`src/rtl/apb_uart_regs.sv`:
```
module apb_uart_regs #(
  parameter int DEPTH = 16
) (
  input  logic        clk,
  input  logic        rst_n,
  input  logic        psel,
  input  logic        penable,
  input  logic        pwrite,
  input  logic [7:0]  paddr,
  input  logic [31:0] pwdata,
  output logic [31:0] prdata,
  output logic        pready,
  input  logic        rx_valid,
  input  logic [7:0]  rx_data,
  output logic        tx_valid,
  output logic [7:0]  tx_data,
  input  logic        tx_ready,
  output logic        irq
);
  localparam int AW = $clog2(DEPTH);
  localparam logic [AW:0] CNT_FULL = (AW+1)'(DEPTH);
  localparam logic [AW:0] CNT_HALF = (AW+1)'(DEPTH / 2);

  logic [7:0]    mem [DEPTH];
  logic [AW-1:0] wptr, rptr;
  logic [AW:0]   count;
  logic [31:0]   ctrl_q;
  logic          ovr_q;

  wire acc     = psel & penable;
  wire is_data = (paddr == 8'h00) | (paddr == 8'h03);
  wire is_stat = paddr == 8'h04;
  wire is_ctrl = paddr == 8'h08;
  wire empty   = count == '0;
  wire full    = count == CNT_FULL;
  wire half    = count >= CNT_HALF;
  wire rx_in   = rx_valid & ctrl_q[0];
  wire push    = rx_in & ~full;
  wire pop     = acc & ~pwrite & is_data & ~empty;
  wire tx_take = acc & pwrite & is_data & ctrl_q[1] & ~tx_valid;

  wire [31:0] status = {21'b0, full, tx_valid, half, 1'b0, 2'b0, ovr_q,
                        1'b0, ~tx_valid, ~tx_valid, ~empty};

  assign pready = 1'b1;

  always_comb begin
    prdata = '0;
    if (is_data)      prdata = empty ? 32'h0 : {24'h0, mem[rptr]};
    else if (is_stat) prdata = status;
    else if (is_ctrl) prdata = ctrl_q;
  end

  always_ff @(posedge clk) begin
    if (push) mem[wptr] <= rx_data;
  end

  always_ff @(posedge clk) begin
    if (!rst_n) begin
      wptr     <= '0;
      rptr     <= '0;
      count    <= '0;
      ctrl_q   <= '0;
      ovr_q    <= 1'b0;
      tx_valid <= 1'b0;
      tx_data  <= '0;
      irq      <= 1'b0;
    end else begin
      if (push) wptr <= wptr + 1'b1;
      if (pop)  rptr <= rptr + 1'b1;
      count <= count + {{AW{1'b0}}, push} - {{AW{1'b0}}, pop};
      if (acc & pwrite & is_ctrl) ctrl_q <= pwdata;
      if (rx_in & full)                          ovr_q <= 1'b1;
      else if (acc & pwrite & is_stat & pwdata[4]) ovr_q <= 1'b0;
      if (tx_take) begin
        tx_valid <= 1'b1;
        tx_data  <= pwdata[7:0];
      end else if (tx_ready) begin
        tx_valid <= 1'b0;
      end
      irq <= (push & ctrl_q[2]) | (tx_take & ctrl_q[3]);
    end
  end
endmodule

```
`config.mk`:
```
export PLATFORM = sky130hd
export DESIGN_NAME = apb_uart_regs
export DESIGN_NICKNAME = d
export VERILOG_FILES = /design/src/rtl/apb_uart_regs.sv
export SDC_FILE = /design/constraint.sdc
export NUM_CORES = 1
export LEC_CHECK = 0
export ABC_CLOCK_PERIOD_IN_PS = 3100
export BUFFER_PORTS_ARGS = -buffer_cell sky130_fd_sc_hd__buf_4
export CORE_MARGIN = 2
export CORE_UTILIZATION = 51
export DETAILED_ROUTE_END_ITERATION = 16
export PLACE_DENSITY_LB_ADDON = 0.2
export SLEW_MARGIN = 5
export SYNTH_ARGS = -nofsm -noshare
export SYNTH_HDL_FRONTEND = slang
export SYNTH_SLANG_ARGS = --single-unit
export TNS_END_PERCENT = 50
```
`constraint.sdc`:
```
create_clock -name clk -period 3.1 [get_ports clk]
set_input_delay 0.62 -clock clk [delete_from_list [all_inputs] [get_ports clk]]
set_output_delay 0.62 -clock clk [all_outputs]
set_load 0.02 [all_outputs]
```
-- Word-level counts from Yosys, hierarchy flattened
Memory sizes are Yosys's and may differ from the RTL's. A register that Yosys moved wholly into a read port is not among the register bits.
Index checks and enable logic that the tools add are counted.
- bits in registers: 56
- memory bits (writable): 128
- bits of input ports: 55
- output and inout bits: 43
- memories: 1
- add/sub/neg operators: 4
- $lt $le $gt $ge: 1
- equality and inequality tests: 4
- muxes and demuxes: 12
- bitwise operators: 22
- reductions and logical operators: 4
- memories (name ; depth ; width ; rd ports ; clocked after memory_dff ; wr ports ; line ; source):
    mem ; 16 ; 8 ; 1 ; 1 ; 1 ; 24 ; logic [7:0] mem [DEPTH];
- operators with widths (operator ; number):
    $mux 32 ; 3
    $and 1x1->1 ; 16
    $add 4x1->4 const B ; 2
    $eq 8x2->1 const B ; 1
    $eq 8x3->1 const B ; 1
    $eq 8x4->1 const B ; 1
    $logic_not 8->1 ; 1
    $mux 4 ; 2
    $mux 8 ; 1
    $mux 1 ; 6
    $add 5x1->5 ; 1
    $eq 5x5->1 const B ; 1
    $ge 5x4->1 const B ; 1
    $logic_not 5->1 ; 1
    $sub 5x1->5 ; 1
    $not 1->1 ; 4
    $reduce_bool 2->1 ; 2
    $or 1x1->1 ; 2

-- Logic depth before layout (Yosys ltp)
- depth after elaboration: 7
- depth in mapped cells: 13

-- Least setup slack after synthesis
Ideal clock, no wire load.
- kind: input-to-reg
- start point: input port paddr[7]
- end point: register count[4]
- library setup time: 0.132 ns
- arrival: 2.761 ns
- data required time: 2.968 ns
- slack: 0.207 ns
- cell stages on the path: 11
- buffers on the path: 0
- cell sequence: nor4_4 -> nand4_2 -> nor3_4 -> xor2_1 -> ha_1 -> inv_1 -> fa_1 -> nand2b_1 -> a21oi_1 -> or3_1 -> a21oi_1
- cells in the longest elaborated chain, start to end: 5
- RTL lines (element ; line ; source):
    start: declaration ; 9 ; input logic [7:0] paddr,
    $eq 8x2->1 or $logic_not 8->1 (tied branches) ; 31 ; wire is_data = (paddr == 8'h00) | (paddr == 8'h03);
    $or 1x1->1 * ; 31 ;
    $and 1x1->1 * (2 in series) ; 39 ; wire pop = acc & ~pwrite & is_data & ~empty;
    $sub 5x1->5 * ; 71 ; count <= count + {{AW{1'b0}}, push} - {{AW{1'b0}}, pop};
    end signal: assignment ; 71 ;
    end: declaration ; 26 ; logic [AW:0] count;
Mark *: on every way between the ends. The rest lies on a longest branch, timed or not.
A chain may end at the register's enable or synchronous reset.

==> impl_metrics.yaml <==
routing:
  vias: 5013
  highest_routed_layer: "met4"
  viasPerCell: 5.59
  drt-met1-wl_um: 7200
  routed_wl_um: 17100
  met3_length_um: 892
  final_antenna_net_count: 0
  drt_pre_antenna_iters: 4
  routed-wl-met2_um: 8640
  drt_drc_violations_left: 0
  drt-initial-drc-count: 314
  routed_wire_length_per_instance_um: 19.0
logic_synthesis:
  yosys_register_bits: 188
  combinational_family_with_the_most_area_after_synthesis: "simple AND/OR/NAND/NOR gates"
  muxShareOfSynthArea_pct: 11.8
  post_synth_num_cell_types: 47
  synth_ff_type: "edfxtp_1"
  synth_warnings: 0
  postSynthCellCount: 570
  ys_seq_area_share_pct: 64.2
  syn-num-nets: 638
  async_reset_ff_share_pct: 0
  post_synth.cell_area_avg_sq_um: 13.8
  adder_and_majority_cell_fraction_of_the_synthesized_area_pct: 2.17
  syn-cell-area_sq_um: 7850
  synth_enable_flop_cells: 128
  synth-compound-area-share_pct: 6.28
  yosys.area_share.simple_pct: 11.9
  xor_xnor_portion_of_the_synthesized_cell_area_pct: 0.781
power_and_ir_drop:
  pwr_density_cell_nw_per_um2: 507
  clock_power_share_pct: 42.6
  static-leakage-power_nw: 3.34
  p_sw_mw: 1.03
  power.ir.vdd_worst_uv: 367
  intPower_mw: 3.85
  netSwitchingFraction_pct: 21.0
  comb_pwr_share_pct: 2.6
  p_seq_share_pct: 54.8
sta:
  timing.final.hold_violations: 0
  timing_max_transition_violations_final: 0
  final-setup-viol-count: 0
  fin_skew_ns: 0.0107
  max-slew-margin-rel_pct: 38.9
  timing.final.crit_period_ns: 3.04
  fmax_ghz: 0.329
  summed_negative_setup_slack_over_all_endpoints_ns: 0
  worst-slew-pin-transition_ns: 0.915
  period_share_pct: 98.0
  final.setup.worst_slack_ns: 0.0618
grt:
  grt_max_degree: 54
  global_route_overflow: 0
  grt_first_pass_wirelength_um: 26600
  antenna_violations_before_repair: 0
  first_global_vias: 5000
  grtUsageTotal_pct: 21.7
placement:
  routability_cong: 0.824
  hpwl_um: 11800
  port_buffers: 96
  pre_cts_slack_ns: 0.189
floorplanning:
  design.die.area_sq_um: 16400
  core_area_sq_um: 15100
  std_cell_rows: 45
  floorplan.initialDensity_pct: 51.8
  dieWidth_um: 128
  num_io_pins: 98
  die_height_um: 128
worst_setup_path:
  path_class: "flip-flop to output pin"
  worst_path_max_delay_cell: "mux4_2"
  critPathRequiredTime_ns: 2.48
  critPathMostFrequentCell: "buf_4"
  timing.critical_path.to_type: "output pin"
  arrival_time_worst_endpoint_ns: 2.42
  worstSetupStartpointType: "flip-flop"
  largest_fanout_of_any_net_on_the_critical_path: 11
  critPathMaxStageDelay_ns: 0.49
  crit_chain: "buf_4, mux4_2, mux2_2, a32oi_1, o21ai_0, buf_4"
final_layout:
  antenna-diode-count: 0
  post_synthesis_to_final_layout_area_growth_pct: 22.3
  num-fill-cells: 1163
  post_route_cells_drive_above_1_share_pct: 31.9
  final_util_pct: 63.4
  num-nets-final: 764
clock_tree:
  cts_hold_bufs: 0
  clock_tree.htree_level_count: 4
  cts.root.buffer_cell: "clkbuf_16"
  numCtsBuffers: 17
  clkLatencyLatePin_ns: 0.43
  clockBufferDepth: 2
  cts_tree: "yes"
  numClockSinks: 188
  clk_transition_reported_paths_ns: 0.07
run_status:
  run_status: "finished, final reports clean"
min_path:
  hold_path_class: "flip-flop to flip-flop"
job:
  max-cap-violations: 0
-- synthesized netlist by cell type (all sizes together), types with 2 or more instances --
cell,instances,share of area [%]
nor4,3,0.62
nand4,3,0.32
a32oi,5,0.56
nor2b,3,0.24
mux2,6,0.86
a21oi,52,3.3
dfxtp,60,15
buf,16,1.3
a21o,2,0.19
nor2,26,1.2
a32o,2,0.25
nand3,46,2.9
clkbuf,19,0.91
nand2,48,2.3
xor2,3,0.33
edfxtp,128,49
o221ai,2,0.22
mux2i,14,1.8
nand2b,6,0.48
nor3,7,0.59
xnor2,4,0.45
mux4,32,9.2
o21ai,17,1.1
a22oi,2,0.19
inv,11,0.53
o32a,2,0.25
ha,12,1.9
and3,3,0.24
and2,24,1.9
-- cells by family after synthesis --
family                   count (synthesis)
AO/OA/AOI/OAI                           86
XOR/XNOR                                 7
adder cells (fa/ha/maj)                 13
buffers and inverters                   46
flip-flops                             188
multiplexers                            52
other                                    1
AND/OR/NAND/NOR                        177
-- per-stage QoR --
step / hold WS [ns] / std cells / total power [mW] / instance area [sq um]
2_1_floorplan: 0.432 / 570 / 2.76 / 7850
3_3_place_gp: 0.438 / 859 / 2.85 / 8950
3_5_place_dp: 0.444 / 859 / 2.85 / 8950
4_1_cts: 0.435 / 891 / 4.91 / 9540
5_1_grt: 0.451 / 897 / 5.01 / 9600
6_report: 0.452 / 897 / 4.87 / 9600
-- layout make-up --
type,instances,area [sq um],share of cell area (%)
clock buffers,17,425,4.43
multi-input cells,336,2630,27.4
inverters,11,41.3,0.430
flip-flops and latches,188,5050,52.6
well taps,188,235,2.45
repair buffers,142,1080,11.2
clock inverters,15,141,1.47
-- path summary, 6_finish.rpt --
| kind | slack, ns | depth (start not counted) | from | to |
|---|---|---|---|---|
| worst max-delay path | 0.06 | 6 | flip-flop | prdata[5] |
| worst min-delay path | 0.45 | 2 | ctrl_q[13]$_SDFFE_PN0P_ | ctrl_q[13]$_SDFFE_PN0P_ |
| worst max register to register | 0.32 | 13 | count[2]$_SDFF_PN0_ | count[4]$_SDFF_PN0_ |
| worst min register to register | 0.45 | 2 | ctrl_q[13]$_SDFFE_PN0P_ | ctrl_q[13]$_SDFFE_PN0P_ |
-- power groups by stage --
stage	clock, mW	combinational (mW)	sequential (mW)
global route	2.20	0.135	2.67
detailed placement	0	0.125	2.73
finish	2.08	0.125	2.67
floorplan	0	0.0308	2.73
CTS	2.11	0.125	2.67
global placement	0	0.120	2.73
-- state kept, by name, summed over array words and instances, names as in the netlist, named ones only --
signal,flops
ctrl_q,32
tx_data,8
irq,1
ovr_q,1
count,5
wptr,4
tx_valid,1
rptr,4
mem,128
-- routing by layer --
metal	GRT usage, %	vias to the layer above
li1	-	2393
met1	27.6	2460
met2	36.8	139
met3	4.72	21
met4	7.95	0
met5	0	-
-- cells in the final DEF (no fill, tap or decap), types with 10 or more instances in the layout --
cell / Yosys / final
buf_4: 5 / 141
inv_1: 10 / 10
nor2_1: 26 / 26
mux2i_1: 14 / 12
o21ai_0: 17 / 17
a21oi_1: 52 / 52
nand3_1: 46 / 46
and2_1: 24 / 24
edfxtp_1: 128 / 128
mux4_2: 32 / 32
dfxtp_1: 60 / 58
clkbuf_16: 0 / 17
ha_1: 12 / 12
nand2_1: 48 / 48
-- worst max-delay path, delay by kind of cell, from the launching register on --
kind,cells,cell delay (ns)
muxes,2,0.81
DFF,1,0.44
AOI/OAI and AO/OA,2,0.41
buffers and inverters,2,0.33
-- timing repair --
| item | 4_1_cts | 5_1_grt |
|---|---|---|
| endpoints found under the hold margin | 0 | 0 |
| setup buffers | 0 | 6 |
| resized for setup | 5 | 4 |
| endpoints found under the setup margin | 6 | 8 |
| pin swaps | 0 | 1 |
(Power assumes the default switching activity.)
